===== src/rtl/sysmac_pkg.sv =====
package sysmac_pkg;
    localparam int GRID_ROWS = 2;
    localparam int GRID_COLS = 2;
    localparam int DEF_OP_W  = 8;
    localparam int DEF_ACC_W = 16;
endpackage


===== src/rtl/sysmac_pe.sv =====
module sysmac_pe #(
    parameter int OP_W  = sysmac_pkg::DEF_OP_W,
    parameter int ACC_W = sysmac_pkg::DEF_ACC_W
) (
    input  logic                    clk,
    input  logic                    rst,
    input  logic                    clr,
    input  logic signed [OP_W-1:0]  a_in,
    input  logic signed [OP_W-1:0]  b_in,
    output logic signed [OP_W-1:0]  a_fwd,
    output logic signed [OP_W-1:0]  b_fwd,
    output logic signed [ACC_W-1:0] acc
);
    localparam int PROD_W = 2 * OP_W;

    typedef struct packed {
        logic signed [OP_W-1:0]  a;
        logic signed [OP_W-1:0]  b;
        logic signed [ACC_W-1:0] sum;
    } pe_state_t;

    pe_state_t st_d, st_q;
    logic signed [PROD_W-1:0] prod;

    always_comb begin
        prod   = a_in * b_in;
        st_d   = st_q;
        st_d.a = a_in;
        st_d.b = b_in;
        if (clr) begin
            st_d.sum = '0;
        end else begin
            st_d.sum = st_q.sum + ACC_W'(prod);
        end
    end

    always_ff @(posedge clk) begin
        if (rst) begin
            st_q <= '0;
        end else begin
            st_q <= st_d;
        end
    end

    assign a_fwd = st_q.a;
    assign b_fwd = st_q.b;
    assign acc   = st_q.sum;
endmodule


===== src/rtl/sysmac_relu.sv =====
module sysmac_relu #(
    parameter int W = sysmac_pkg::DEF_ACC_W
) (
    input  logic                en,
    input  logic signed [W-1:0] x,
    output logic signed [W-1:0] y
);
    logic signed [W-1:0] y_d;

    always_comb begin
        y_d = x;
        if (en && x[W-1]) begin
            y_d = '0;
        end
    end

    assign y = y_d;
endmodule


===== src/rtl/sysmac_array.sv =====
module sysmac_array #(
    parameter int OP_W  = sysmac_pkg::DEF_OP_W,
    parameter int ACC_W = sysmac_pkg::DEF_ACC_W
) (
    input  logic                    clk,
    input  logic                    rst,
    input  logic                    clr,
    input  logic                    relu_en,
    input  logic signed [OP_W-1:0]  left_a0,
    input  logic signed [OP_W-1:0]  left_a1,
    input  logic signed [OP_W-1:0]  top_b0,
    input  logic signed [OP_W-1:0]  top_b1,
    output logic signed [ACC_W-1:0] c00,
    output logic signed [ACC_W-1:0] c01,
    output logic signed [ACC_W-1:0] c10,
    output logic signed [ACC_W-1:0] c11
);
    localparam int NR = sysmac_pkg::GRID_ROWS;
    localparam int NC = sysmac_pkg::GRID_COLS;

    // row lanes carry one extra column and column lanes one extra row:
    // the last slot is the spill register at the far edge
    logic signed [OP_W-1:0]  a_lane [NR][NC+1];
    logic signed [OP_W-1:0]  b_lane [NR+1][NC];
    logic signed [ACC_W-1:0] acc_w  [NR][NC];
    logic signed [ACC_W-1:0] out_w  [NR][NC];

    assign a_lane[0][0] = left_a0;
    assign a_lane[1][0] = left_a1;
    assign b_lane[0][0] = top_b0;
    assign b_lane[0][1] = top_b1;

    for (genvar r = 0; r < NR; r++) begin : g_row
        for (genvar c = 0; c < NC; c++) begin : g_col
            sysmac_pe #(.OP_W(OP_W), .ACC_W(ACC_W)) u_pe (
                .clk  (clk),
                .rst  (rst),
                .clr  (clr),
                .a_in (a_lane[r][c]),
                .b_in (b_lane[r][c]),
                .a_fwd(a_lane[r][c+1]),
                .b_fwd(b_lane[r+1][c]),
                .acc  (acc_w[r][c])
            );
            sysmac_relu #(.W(ACC_W)) u_relu (
                .en(relu_en),
                .x (acc_w[r][c]),
                .y (out_w[r][c])
            );
        end
    end

    assign c00 = out_w[0][0];
    assign c01 = out_w[0][1];
    assign c10 = out_w[1][0];
    assign c11 = out_w[1][1];
endmodule


===== config.mk =====
export PLATFORM = sky130hd
export DESIGN_NAME = sysmac_array
export DESIGN_NICKNAME = d
export VERILOG_FILES = /design/src/rtl/sysmac_pkg.sv /design/src/rtl/sysmac_pe.sv /design/src/rtl/sysmac_relu.sv /design/src/rtl/sysmac_array.sv
export SDC_FILE = /design/constraint.sdc
export NUM_CORES = 1
export LEC_CHECK = 0
export BUFFER_PORTS_ARGS = -buffer_cell sky130_fd_sc_hd__buf_2
export CORE_MARGIN = 3
export CORE_UTILIZATION = 25
export CTS_BUF_LIST = sky130_fd_sc_hd__clkbuf_4 sky130_fd_sc_hd__clkbuf_8 sky130_fd_sc_hd__clkbuf_16
export DETAILED_ROUTE_END_ITERATION = 8
export GPL_ROUTABILITY_DRIVEN = 0
export GPL_TIMING_DRIVEN = 0
export MAX_ROUTING_LAYER = met4
export PLACE_DENSITY_LB_ADDON = 0.25
export SLEW_MARGIN = 40
export SYNTH_ARGS = -nofsm -noshare
export SYNTH_HDL_FRONTEND = slang
export SYNTH_SLANG_ARGS = --single-unit

===== constraint.sdc =====
create_clock -name clk -period 5.6 [get_ports clk]
set_clock_uncertainty 0.2 [all_clocks]
set_input_delay 1.12 -clock clk [delete_from_list [all_inputs] [get_ports clk]]
set_output_delay 1.12 -clock clk [all_outputs]
set_load 0.02 [all_outputs]

; Yosys cells after proc, flatten, opt, wreduce, memory -nomap -nowiden
; Cells that the tools add are included.
[word_totals]
ff_bits = 96
in_bits = 36
out_inout_bits = 64
word_cells = 25
[op_classes]
n_reduce_logical = 5
n_mul = 4
addsub = 4
muxes = 4
[op_table]
columns = cell, n
row1 = adder 16 bit, 4
row2 = multiplier 8 x 8 -> 16 bit, 4
row3 = two-way mux 16 bit, 4
row4 = logical AND 1 bit, 4
row5 = OR reduction 2 bit, 1

; Longest topological paths before layout
; Gate-level depths: netlist of run 1.
[depth]
ltp_word = 2
ltp_mapped = 18
ltp_nobuf = 18

; By module
; A second synthesis of run 1 with hierarchy kept.
[hier_totals]
hier_cells = 1538
hier_area_um2 = 15625.0
[modules_own_cells]
columns = mod, instances, area_each_um2, cells_per_inst, seq_area_each_um2
row1 = sysmac_pe at g_row[0].g_col[1].u_pe ..., 2, 3727.3, 366, 640.6
row2 = sysmac_pe at g_row[0].g_col[0].u_pe, 1, 3724.8, 368, 640.6
row3 = sysmac_pe at g_row[1].g_col[1].u_pe, 1, 3719.8, 366, 640.6
row4 = sysmac_relu, 4, 181.4, 18, 0.0

; Worst setup path before layout of run 1
; Ideal clock, no wire load.
[synth_path]
kind = input port to flip-flop
start = input port top_b0[0]
end = register g_row[0].g_col[0].u_pe.st_q, in the netlist g_row[0].g_col[0].u_pe.acc[15]
slack_ns = -0.405
t_arrival_ns = 5.735
setup_time_ns = 0.070
path_buffers = 1
path_stages = 16
t_required_ns = 5.330
path_cell_list = clkbuf_1 > and2_1 > inv_1 > fa_1 > inv_1 > fa_1 > fa_1 > fa_1 > fa_1 > ha_1 > a21oi_1 > o21ai_1 > o31ai_1 > a31oi_1 > or3_1 > a21oi_1
[synth_between]
elab_chain_cells = 2
[synth_rtl]
columns = item, line
row1 = from (decl), sysmac_array.sv:11  ; input logic signed [OP_W-1:0] top_b0,
row2 = multiplier 8 x 8 -> 16 bit, sysmac_pe.sv:26  ; prod = a_in * b_in;
row3 = adder 16 bit, sysmac_pe.sv:33  ; st_d.sum = st_q.sum + ACC_W'(prod);
row4 = to (signal assigned), sysmac_pe.sv:41  ; st_q <= st_d;
row5 = to (decl), sysmac_pe.sv:22  ; pe_state_t st_d, st_q;
; Every way passes these cells.
; A chain may end at the register's enable or synchronous reset.

; Worst setup path in the final report of run 1
[layout_path]
start = input port left_a0[7]
end = register g_row[0].g_col[0].u_pe.st_q, in the netlist g_row[0].g_col[0].u_pe.acc[14]
[layout_between]
elab_chain_cells = 2
[layout_rtl]
columns = item, line
row1 = from (decl), sysmac_array.sv:9  ; input logic signed [OP_W-1:0] left_a0,
row2 = multiplier 8 x 8 -> 16 bit, sysmac_pe.sv:26
row3 = adder 16 bit, sysmac_pe.sv:33
; Every way passes these cells.

==> results of run 1 <==
[logic make-up after synthesis]
logic type / after synthesis
xor+xnor: 76
mux: 3
compound gates: 114
simple gates: 436
fa+ha+maj: 432
flops: 96
buf+inv: 323
[stage by stage]
step / util / cells / setup slack, ps / hold WS (ps) / setup TNS [ps]
after floorplan: - / 1480 / -4.785 / 342.7 / -4.785
after global placement: 0.2784 / 2328 / -1022 / 360.0 / -11380
after detailed placement: 0.2785 / 2328 / -1076 / 359.8 / -11160
after CTS: 0.2845 / 2348 / 2.125 / 379.3 / 0
after global routing: 0.2864 / 2351 / -2.818 / 400.3 / -2.818
final: 0.2865 / 2352 / 164.7 / 377.9 / 0
[state kept, by name, indices dropped and copies added (netlist names)]
| signal | count |
|---|---|
| g_row.g_col.u_pe.a_fwd | 16 |
| g_row.g_col.u_pe.acc | 64 |
| g_row.g_col.u_pe.b_fwd | 16 |
[cell type report]
cell class              instances  area [um^2]  share of cell area
flip-flops and latches         96         1923              0.1186
clock buffers                  11        240.2             0.01481
inverters                     297         1117             0.06890
clock inverters                 5        40.04            0.002469
diodes                          2        5.005           0.0003086
multi-input cells            1061        11300              0.6971
plain buffers                  25        120.1            0.007407
well taps                     756        945.9             0.05833
repair buffers                 99        519.2             0.03202
[cells in the mapped netlist, drive strengths merged (6+ instances only)]
cell type / n
inv: 295
fa: 284
and2: 193
ha: 148
nand2: 113
dfxtp: 96
nor2: 72
xnor2: 57
a21oi: 47
nor2b: 36
clkbuf: 23
o21ai: 22
xor2: 19
a21o: 11
nand2b: 9
a211oi: 8
o21bai: 8
or3: 6
[worst register-to-register path: cells and delay by family, from the launching register on]
family          cells  cell delay (ps)
buf+inv             2              130
flops               1              450
compound gates      3              700
xor+xnor            1              160
fa+ha+maj           6             2810
simple gates        3              640
[worst max-delay path by stage]
stage / from / end / slack, ps
finish: left_a0[7] / g_row[0].g_col[0].u_pe.acc[14]$_SDFF_PP0_ / 160
global route: top_b0[0] / g_row[0].g_col[0].u_pe.acc[15]$_SDFF_PP0_ / -3
CTS: left_a1[7] / g_row[1].g_col[0].u_pe.acc[15]$_SDFF_PP0_ / 2
detailed placement: top_b1[0] / g_row[0].g_col[1].u_pe.acc[15]$_SDFF_PP0_ / -1080
global placement: top_b1[0] / g_row[0].g_col[1].u_pe.acc[15]$_SDFF_PP0_ / -1020
floorplan: top_b0[0] / g_row[0].g_col[0].u_pe.acc[15]$_SDFF_PP0_ / -5
[layer usage]
metal	part of all wire	track usage	vias to the layer above
met3	0.040	0.02159	47
met5	0	-	-
met2	0.50	0.2337	125
met4	0.024	0.03838	0
met1	0.44	0.1674	4879
li1	-	-	4657
[what timing repair did]
item,4_1_cts,5_1_grt
buffers inserted,4,2
hold endpoints to repair,0,0
gates resized for setup,17,21
endpoints found under the setup margin,16,16
pin swaps,3,4
gates cloned,0,0
[power by group through the flow]
stage               sequential (W)  combinational, W  clock (W)
floorplan                 0.000886           0.00350          0
detailed placement        0.000939           0.00453          0
global route              0.000938           0.00543   0.000704
global placement          0.000942           0.00448          0
CTS                       0.000923           0.00462   0.000685
finish                    0.000917           0.00473   0.000652
==> impl_results.md, run 1 <==
* Mapped Nets at 1,948
* HPWL after detailed placement at 31.31 mm
* Layout area overhead at 13.08%
* Vias per cell at 4.128
* Initial antenna violation count at 1
* Multiplexer share of the synthesized area at 0.002094
* Synth Area in Adders at 0.5256
* WHS Path Cells at 2
* Max Cap Viol at 0
* Max Slew Vio Count at 0
* Commonest non-fill, non-tap cell in the layout: inv_1
* Final period utilization at 0.9706
* FILL cells at 6,105
* Critical path class: input pin to flop
* Delay-heaviest family, CP: adder cells
* Switch Pwr at 0.003075 W
* WL final at 37.76 mm
* Crit path cell chain: buf_4 > and2_4 > inv_1 > fa_1 > inv_1 > fa_1 > fa_1 > fa_1 > fa_1 > ha_1 > and2_1 > a21boi_2 > o21ai_0 > a221oi_2 > xor2_1 > nor2_1
* Register area share after synthesis at 0.1340
* Ratio of cells with drive above 1 in the final layout at 0.09661
* H-tree Lvls at 3
* Placed cell area at 15,760 um^2
* CTS tree: done
* GRT Overall Usage at 0.1367
* Slowest stage delay, CP at 610 ps
* Largest family of logic cells by synthesized area: adder cells
* Top FF cell, synth: dfxtp_1
* DRC at 0
* Net Sw Frac at 0.4881
* Comb pwr share at 0.751
* P_int at 0.003225 W
* DIE HEIGHT at 245.5 um
* YS warnings at 0
* Slew @ Worst Pin at 849.2 ps
* Minimum clock period at 5435 ps
* Clk_lat worst skew at 390 ps
* Yosys top cell by area: fa_1
* Nets at 2,057
* CTS Hold Bufs at 0
* Synth top area share at 0.3965
* Root Driver: clkbuf_16
* IO Pins at 100
* Cell area after layout at 16,220 um^2
* Maximum vdd drop at 0.0004270 V
* CP max FO at 9
* Clk pwr share at 0.103
* Cell count after synthesis at 1,480
* Clk slew on worst S/H paths at 80 ps
* F_max at 0.1840 GHz
* Number of flops mapped to enable cells by yosys at 0
* Clock Path Buffers at 2
* Critical Path Sink Type: flop
* Die Area at 60,270 um^2
* Row count at 87
* Async S/R FF share, synth at 0
* Critical path buffers and inverters at 3
* Worst setup SP type: input pin
* RR Endpoint: g_row[1].g_col[1].u_pe.acc[15]$_SDFF_PP0_
* Worst path depth at 16
* Die X at 245.5 um
* Outcome: completed
* Post-synth cell types at 39
* Reg power frac at 0.146
* CTS sink count at 96
* DRT antenna net count at 0
* Vias in the first global route at 11,290
* Most frequent cells in the layout: inv_1, fa_1, and2_1, ha_1, nand2_1
* Min-delay src: g_row[0].g_col[1].u_pe.acc[0]$_SDFF_PP0_
* I/O Buffers at 92
* R2R depth at 15
* Critical Path RT at 5680 ps
* FF-to-FF Start: g_row[0].g_col[1].u_pe.b_fwd[0]$_SDFF_PP0_
* Num CTS Buffers at 9
* R2R setup slack at 370 ps
* Worst Hold Endpoint: g_row[0].g_col[1].u_pe.acc[0]$_SDFF_PP0_
* Cell Area, Synth at 14,340 um^2
* Critical Path Most Common Cell: fa_1
* Post-synthesis compound-gate area fraction at 0.04808
* Hold WC Path Type: flop to flop
* CORE AREA at 56,600 um^2
* Count of final hold-check violations at 0
* CP max-delay cell: fa_1
* Largest net degree at the start of global routing at 17
* # setup viols final at 0
* TritonRoute pass-1 iters at 4
* DR vias at 9,708
* Worst EP arrival at 5520 ps
* Static Leak at 8.167 nW
* #FFs+latches synth at 96
* Largest cells by area after synthesis: fa_1, dfxtp_1, ha_1
* First-pass GRT wire length at 61.57 mm
* Relative slew slack at 0.4338
* WL/cell at 16.05 um
* Post-Synth XOR/XNOR Area at 0.04747
* Iteration-0 DRC Markers at 283
* Total grt overflow at 0
* Simple-Gate Fraction of Synth Area at 0.1576
* Power Total at 0.006300 W
* Synthesized area per cell at 9.689 um^2
* Initial core utilization at 0.2533
* Power per cell area at 388.5 nW/um^2
Power figures use the tool's default switching activity.
==> run 2: changes to the inputs <==
- clock period: 5.6 -> 7 ns (I/O delays scaled with it)
==> impl_results.md, run 2 (synthesis gave the netlist of run 1 again) <==
* Outcome: completed (unchanged)
* CTS sink count at 96 (unchanged)
* Worst setup SP type: input pin (unchanged)
* Hold WC Path Type: flop to flop (unchanged)
* Vias in the first global route at 11,370 (was 11,290)
* DRC at 0 (unchanged)
* Critical path origin: top_b1[0] (was left_a0[7])
* Clk slew on worst S/H paths at 80 ps (about the same)
* HPWL after detailed placement at 31.57 mm (was 31.31 mm)
* Crit path cell chain: clkbuf_1 > and2_2 > inv_1 > fa_1 > inv_1 > fa_1 > fa_1 > fa_1 > fa_1 > ha_1 > o21ai_0 > nor2_1 > o21ai_0 > o31ai_1 > xnor2_1 > nor2_1 (was buf_4 > and2_4 > inv_1 > fa_1 > inv_1 > fa_1 > fa_1 > fa_1 > fa_1 > ha_1 > and2_1 > a21boi_2 > o21ai_0 > a221oi_2 > xor2_1 > nor2_1)
* Worst EP arrival at 6650 ps (was 5520 ps)
* Initial antenna violation count at 4 (was 1)
* Critical Path RT at 7060 ps (was 5680 ps)
* I/O Buffers at 92 (unchanged)
* Max Cap Viol at 0 (unchanged)
* Relative slew slack at 0.5162 (was 0.4338)
* Most frequent cells in the layout: inv_1, fa_1, and2_1, ha_1, nand2_1 (unchanged)
* Delay-heaviest family, CP: adder cells (unchanged)
* Iteration-0 DRC Markers at 292 (was 283)
* DR vias at 9,789 (was 9,708)
* Largest net degree at the start of global routing at 18 (was 17)
* Maximum vdd drop at 0.0002949 V (was 0.0004270 V)
* CORE AREA at 56,600 um^2 (unchanged)
* Layout area overhead at 11.95% (was 13.08%)
* Initial core utilization at 0.2533 (unchanged)
* Critical path buffers and inverters at 3 (unchanged)
* CP max FO at 9 (unchanged)
* DIE HEIGHT at 245.5 um (unchanged)
* Row count at 87 (unchanged)
* WL/cell at 16.01 um (was 16.05 um)
* Die Area at 60,270 um^2 (unchanged)
* TritonRoute pass-1 iters at 4 (unchanged)
* Slew @ Worst Pin at 725.8 ps (was 849.2 ps)
* First-pass GRT wire length at 62.31 mm (was 61.57 mm)
* Min-delay src: g_row[0].g_col[1].u_pe.acc[0]$_SDFF_PP0_ (unchanged)
* GRT Overall Usage at 0.1377 (was 0.1367)
* Count of final hold-check violations at 0 (unchanged)
* Clk_lat worst skew at 380 ps (was 390 ps)
* CP max-delay cell: fa_1 (unchanged)
* # setup viols final at 0 (unchanged)
* Critical path class: input pin to flop (unchanged)
* Final period utilization at 0.9417
* Nets at 2,051 (was 2,057)
* Post-CTS setup repair buffer count at 0 (was 4)
* H-tree Lvls at 3 (unchanged)
* IO Pins at 100 (unchanged)
* Max Slew Vio Count at 0 (unchanged)
* Minimum clock period at 6592 ps
* Grt peak-use layer: met2 (unchanged)
* Num CTS Buffers at 9 (unchanged)
* Commonest non-fill, non-tap cell in the layout: inv_1 (unchanged)
* Ratio of cells with drive above 1 in the final layout at 0.07620 (was 0.09661)
* Grt met3 use at 0.02224 (was 0.02159)
* RSZ-0062 raised after global routing: no
* Power Total at 0.004848 W (was 0.006300 W)
* Clock Path Buffers at 2 (unchanged)
* Static Leak at 8.110 nW (was 8.167 nW)
* F_max at 0.1517 GHz
* WL final at 37.59 mm (was 37.76 mm)
* Power per cell area at 302.0 nW/um^2 (was 388.5 nW/um^2)
* Vias per cell at 4.169 (was 4.128)
* CTS tree: done (unchanged)
* Met1 Use GR at 0.1684 (was 0.1674)
* Slowest stage delay, CP at 580 ps (was 610 ps)
* DRT antenna net count at 0 (unchanged)
* Number of flip-flops in the largest register at 64 (unchanged)
* Critical Path Sink Type: flop (unchanged)
* Total grt overflow at 0 (unchanged)
* Root Driver: clkbuf_16 (unchanged)
* Critical Path Most Common Cell: fa_1 (unchanged)
* Met2 Use GR at 0.2369 (was 0.2337)
* Die X at 245.5 um (unchanged)
* Hold WS at 384.7 ps (was 377.9 ps)
* FF-to-FF Start: g_row[0].g_col[1].u_pe.b_fwd[0]$_SDFF_PP0_ (unchanged)
## run 2: cell types whose count changed in the layout (fill, tap and decap cells not counted), moves of 3 or more
cell / change
a21oi_1: +3
a21oi_2: -3
and2_1: +5
and2_4: -5
buf_4: -7
clkbuf_1: +6
clkbuf_4: -5
clkinvlp_4: -3
o21ai_0: +3
## run 2: stage by stage
step	instances	utilization	setup TNS, ps	instance area, um^2	setup slack (ps)
4_1_cts	2344	0.2834	0	16040	182.2
6_report	2348	0.2836	0	16050	407.8
5_1_grt	2347	0.2836	0	16050	148.3
3_5_place_dp	2328	0.2783	-517.9	15750	-212.6
3_3_place_gp	2328	0.2782	-418.3	15750	-209.9
2_1_floorplan	1480	-	0	14340	714.8
## run 2: report_power, final
| group | total, W | switching (W) | internal (W) |
|---|---|---|---|
| Combinational | 0.00359 | 0.00200 | 0.00159 |
| Clock | 0.000522 | 0.000265 | 0.000257 |
| Sequential | 0.000732 | 0.0000864 | 0.000646 |
| Total | 0.00485 | 0.00235 | 0.00250 |
## run 2: worst min-delay path, delay by kind of cell (launching register included)
family                   cells  cell delay (ps)
adder cells (fa/ha/maj)      1              130
flip-flops                   1              330
AND/OR/NAND/NOR              1              100
## run 2: timing repair
| action | 4_1_cts | 5_1_grt |
|---|---|---|
| endpoints found under the setup margin | 0 | 3 |
| resized for setup | 0 | 2 |
| hold buffers | 0 | 0 |
## run 2: layer usage
| layer | routed length (um) | vias to the layer above | part of all wire |
|---|---|---|---|
| met5 | 0 | - | 0 |
| met4 | 735 | 0 | 0.020 |
| met3 | 1250 | 37 | 0.033 |
| met2 | 18830 | 137 | 0.50 |
| met1 | 16770 | 4964 | 0.45 |
| li1 | - | 4651 | - |
## run 2: final cells by class
| class | count | area (um^2) |
|---|---|---|
| fillers | 6079 | 40550 |
| multi-input cells | 1061 | 11200 |
| flip-flops and latches | 96 | 1922 |
| clock buffers | 10 | 239.0 |
| diodes | 4 | 10.01 |
| clock inverters | 6 | 48.80 |
| plain buffers | 26 | 111.4 |
| inverters | 297 | 1115 |
| well taps | 756 | 945.9 |
| repair buffers | 92 | 460.4 |
## run 2: path summary, 6_finish.rpt
check | to | slack [ps] | cells past startpoint
max | g_row[0].g_col[1].u_pe.acc[15]$_SDFF_PP0_ | 410 | 16
min | g_row[0].g_col[1].u_pe.acc[0]$_SDFF_PP0_ | 380 | 2
max reg2reg | g_row[1].g_col[1].u_pe.acc[15]$_SDFF_PP0_ | 1360 | 15
min reg2reg | g_row[0].g_col[1].u_pe.acc[0]$_SDFF_PP0_ | 380 | 2
==> run 3: changes to the inputs <==
- SYNTH_HIERARCHICAL: default -> 1
==> impl_results.md, run 3 <==
* Most frequent cells in the layout: inv_1, fa_1, and2_1, ha_1, nand2_1 (unchanged)
* WL final at 35.18 mm (was 37.59 mm)
* FILL cells at 6,157 (was 6,079)
* CTS Hold Bufs at 0 (unchanged)
* FF-to-FF Start: g_row[0].g_col[1].u_pe/b_fwd[0]$_SDFF_PP0_ (was g_row[0].g_col[1].u_pe.b_fwd[0]$_SDFF_PP0_)
* Initial antenna violation count at 7 (was 4)
* Post-layout util at 0.2843 (was 0.2836)
* Vias per cell at 4.139 (was 4.169)
* Clock Path Buffers at 2 (unchanged)
* Maximum vdd drop at 0.0002229 V (was 0.0002949 V)
* Met1 Use GR at 0.1585 (was 0.1684)
* Clk slew on worst S/H paths at 80 ps (about the same)
* Hold WC Path Type: flop to flop (unchanged)
* Cell Area, Synth at 14,790 um^2 (was 14,340 um^2)
* Worst setup SP type: input pin (unchanged)
* Critical Path Most Common Cell: fa_1 (unchanged)
* Grt peak-use layer: met2 (unchanged)
* Vias in the first global route at 10,910 (was 11,370)
* CORE AREA at 58,140 um^2 (was 56,600 um^2)
* IO Pins at 100 (unchanged)
* Cell count after synthesis at 1,473 (was 1,480)
* CTS resizes at 0 (unchanged)
* Post-CTS setup repair buffer count at 0 (unchanged)
* Power per cell area at 304.7 nW/um^2 (was 302.0 nW/um^2)
* Minimum clock period at 6345 ps (was 6592 ps)
* Synthesized area per cell at 10.04 um^2 (was 9.689 um^2)
* Root Driver: clkbuf_16 (unchanged)
* H-tree Lvls at 3 (unchanged)
* Critical path class: input pin to flop (unchanged)
* Worst EP arrival at 6420 ps (was 6650 ps)
* Critical path origin: top_b0[0] (was top_b1[0])
* Total grt overflow at 0 (unchanged)
* I/O Buffers at 92 (unchanged)
* WL/cell at 14.96 um (was 16.01 um)
* Number of flip-flops in the largest register at 64 (unchanged)
* Nets at 2,044 (was 2,051)
* YS warnings at 6 (was 0)
* Max Cap Viol at 0 (unchanged)
* CP max FO at 9 (unchanged)
* DIE HEIGHT at 249.2 um (was 245.5 um)
* Commonest non-fill, non-tap cell in the layout: inv_1 (unchanged)
* End of the critical path: g_row[0].g_col[0].u_pe/acc[15]$_SDFF_PP0_ (was g_row[0].g_col[1].u_pe.acc[15]$_SDFF_PP0_)
* CP max-delay cell: fa_1 (unchanged)
* DRT antenna net count at 0 (unchanged)
* GRT Overall Usage at 0.1236 (was 0.1377)
* R2R depth at 15 (unchanged)
* Setup TNS at 0 ps (unchanged)
* Register area at 1922 um^2 (unchanged)
* Clk_lat worst skew at 380 ps (about the same)
* Row count at 88 (was 87)
* DRC at 0 (unchanged)
* # setup viols final at 0 (unchanged)
* HPWL after detailed placement at 29.84 mm (was 31.57 mm)
* TritonRoute pass-1 iters at 4 (unchanged)
* Relative slew slack at 0.5241 (was 0.5162)
* RR Endpoint: g_row[1].g_col[1].u_pe/acc[14]$_SDFF_PP0_ (was g_row[1].g_col[1].u_pe.acc[15]$_SDFF_PP0_)
* Count of final hold-check violations at 0 (unchanged)
* CTS tree: done (unchanged)
* Die X at 249.2 um (was 245.5 um)
* Met2 Use GR at 0.1978 (was 0.2369)
* R2R setup slack at 1400 ps (was 1360 ps)
* Die Area at 62,100 um^2 (was 60,270 um^2)
* Max Slew Vio Count at 0 (unchanged)
* Largest net degree at the start of global routing at 29 (was 18)
* Critical Path Sink Type: flop (unchanged)
* Num CTS Buffers at 9 (unchanged)
* First-pass GRT wire length at 59.63 mm (was 62.31 mm)
* Power Total at 0.005036 W (was 0.004848 W)
* Mapped Nets at 1,941 (was 1,948)
* Min-delay src: g_row[0].g_col[0].u_pe/acc[0]$_SDFF_PP0_ (was g_row[0].g_col[1].u_pe.acc[0]$_SDFF_PP0_)
* DR vias at 9,731 (was 9,789)
* Initial core utilization at 0.2543 (was 0.2533)
* Grt met3 use at 0.02944 (was 0.02224)
* Multi-input logic area at 11,580 um^2 (was 11,200 um^2)
* Critical Path RT at 7080 ps (was 7060 ps)
* Crit path cell chain: clkbuf_1 > and2_1 > inv_1 > fa_1 > inv_1 > fa_1 > fa_1 > fa_1 > fa_1 > ha_1 > nand2_1 > o311a_1 > a211oi_1 > nor4_1 > nand2b_1 (was clkbuf_1 > and2_2 > inv_1 > fa_1 > inv_1 > fa_1 > fa_1 > fa_1 > fa_1 > ha_1 > o21ai_0 > nor2_1 > o21ai_0 > o31ai_1 > xnor2_1 > nor2_1)
* Static Leak at 8.317 nW (was 8.110 nW)
* RSZ-0062 raised after global routing: no (unchanged)
* Outcome: completed (unchanged)
* Layout area overhead at 11.79% (was 11.95%)
* Ratio of cells with drive above 1 in the final layout at 0.1075 (was 0.07620)
* Slew @ Worst Pin at 713.9 ps (was 725.8 ps)
* Final period utilization at 0.9065 (was 0.9417)
* CTS sink count at 96 (unchanged)
* F_max at 0.1576 GHz (was 0.1517 GHz)
* Slowest stage delay, CP at 590 ps (was 580 ps)
* Iteration-0 DRC Markers at 258 (was 292)
[run 3: layer usage]
metal | up-vias | wire (um)
met5 | - | 0
met4 | 0 | 497
met3 | 24 | 1937
met2 | 138 | 16600
met1 | 4844 | 16140
li1 | 4725 | -
[run 3: area by class of cell]
| class | instances | share of cell area |
|---|---|---|
| Multi-Input combinational cell | 1052 | 0.7008 |
| Sequential cell | 96 | 0.1163 |
| Inverter | 295 | 0.06699 |
| Tap cell | 765 | 0.05791 |
| Timing Repair Buffer | 92 | 0.02801 |
| Clock buffer | 11 | 0.01491 |
| Buffer | 30 | 0.01045 |
| Clock inverter | 5 | 0.003861 |
| Antenna cell | 5 | 0.0007570 |
[run 3: worst min path at each step]
stage	slack, ps	depth (start not counted)	end
after floorplan	340	2	g_row[0].g_col[0].u_pe/acc[0]$_SDFF_PP0_
after global placement	360	2	g_row[0].g_col[0].u_pe/acc[0]$_SDFF_PP0_
after global routing	420	2	g_row[1].g_col[1].u_pe/acc[0]$_SDFF_PP0_
after CTS	390	2	g_row[1].g_col[0].u_pe/acc[0]$_SDFF_PP0_
after detailed placement	370	2	g_row[1].g_col[0].u_pe/acc[0]$_SDFF_PP0_
final	390	2	g_row[0].g_col[0].u_pe/acc[0]$_SDFF_PP0_
[run 3: per-stage QoR]
step | setup slack [ps] | hold slack (ps) | cells | area (um^2)
2_1_floorplan | 841.4 | 344.5 | 1473 | 14790
3_3_place_gp | 175.8 | 359.7 | 2330 | 16200
3_5_place_dp | 189.9 | 370.5 | 2330 | 16210
4_1_cts | 581.2 | 388.5 | 2346 | 16520
5_1_grt | 245.2 | 422.7 | 2351 | 16530
6_report | 654.8 | 389.0 | 2351 | 16530
[run 3: critical path, delay by kind of cell]
family                   cells  cell delay [ps]
AND/OR/NAND/NOR              4              820
adder cells (fa/ha/maj)      6             2900
buffers and inverters        3              560
AO/OA/AOI/OAI                2              730
[run 3: power by group]
group / switching [W] / internal (W)
combinational: 0.00207 / 0.00168
sequential: 0.000105 / 0.000645
clock: 0.000247 / 0.000294
total: 0.00242 / 0.00262
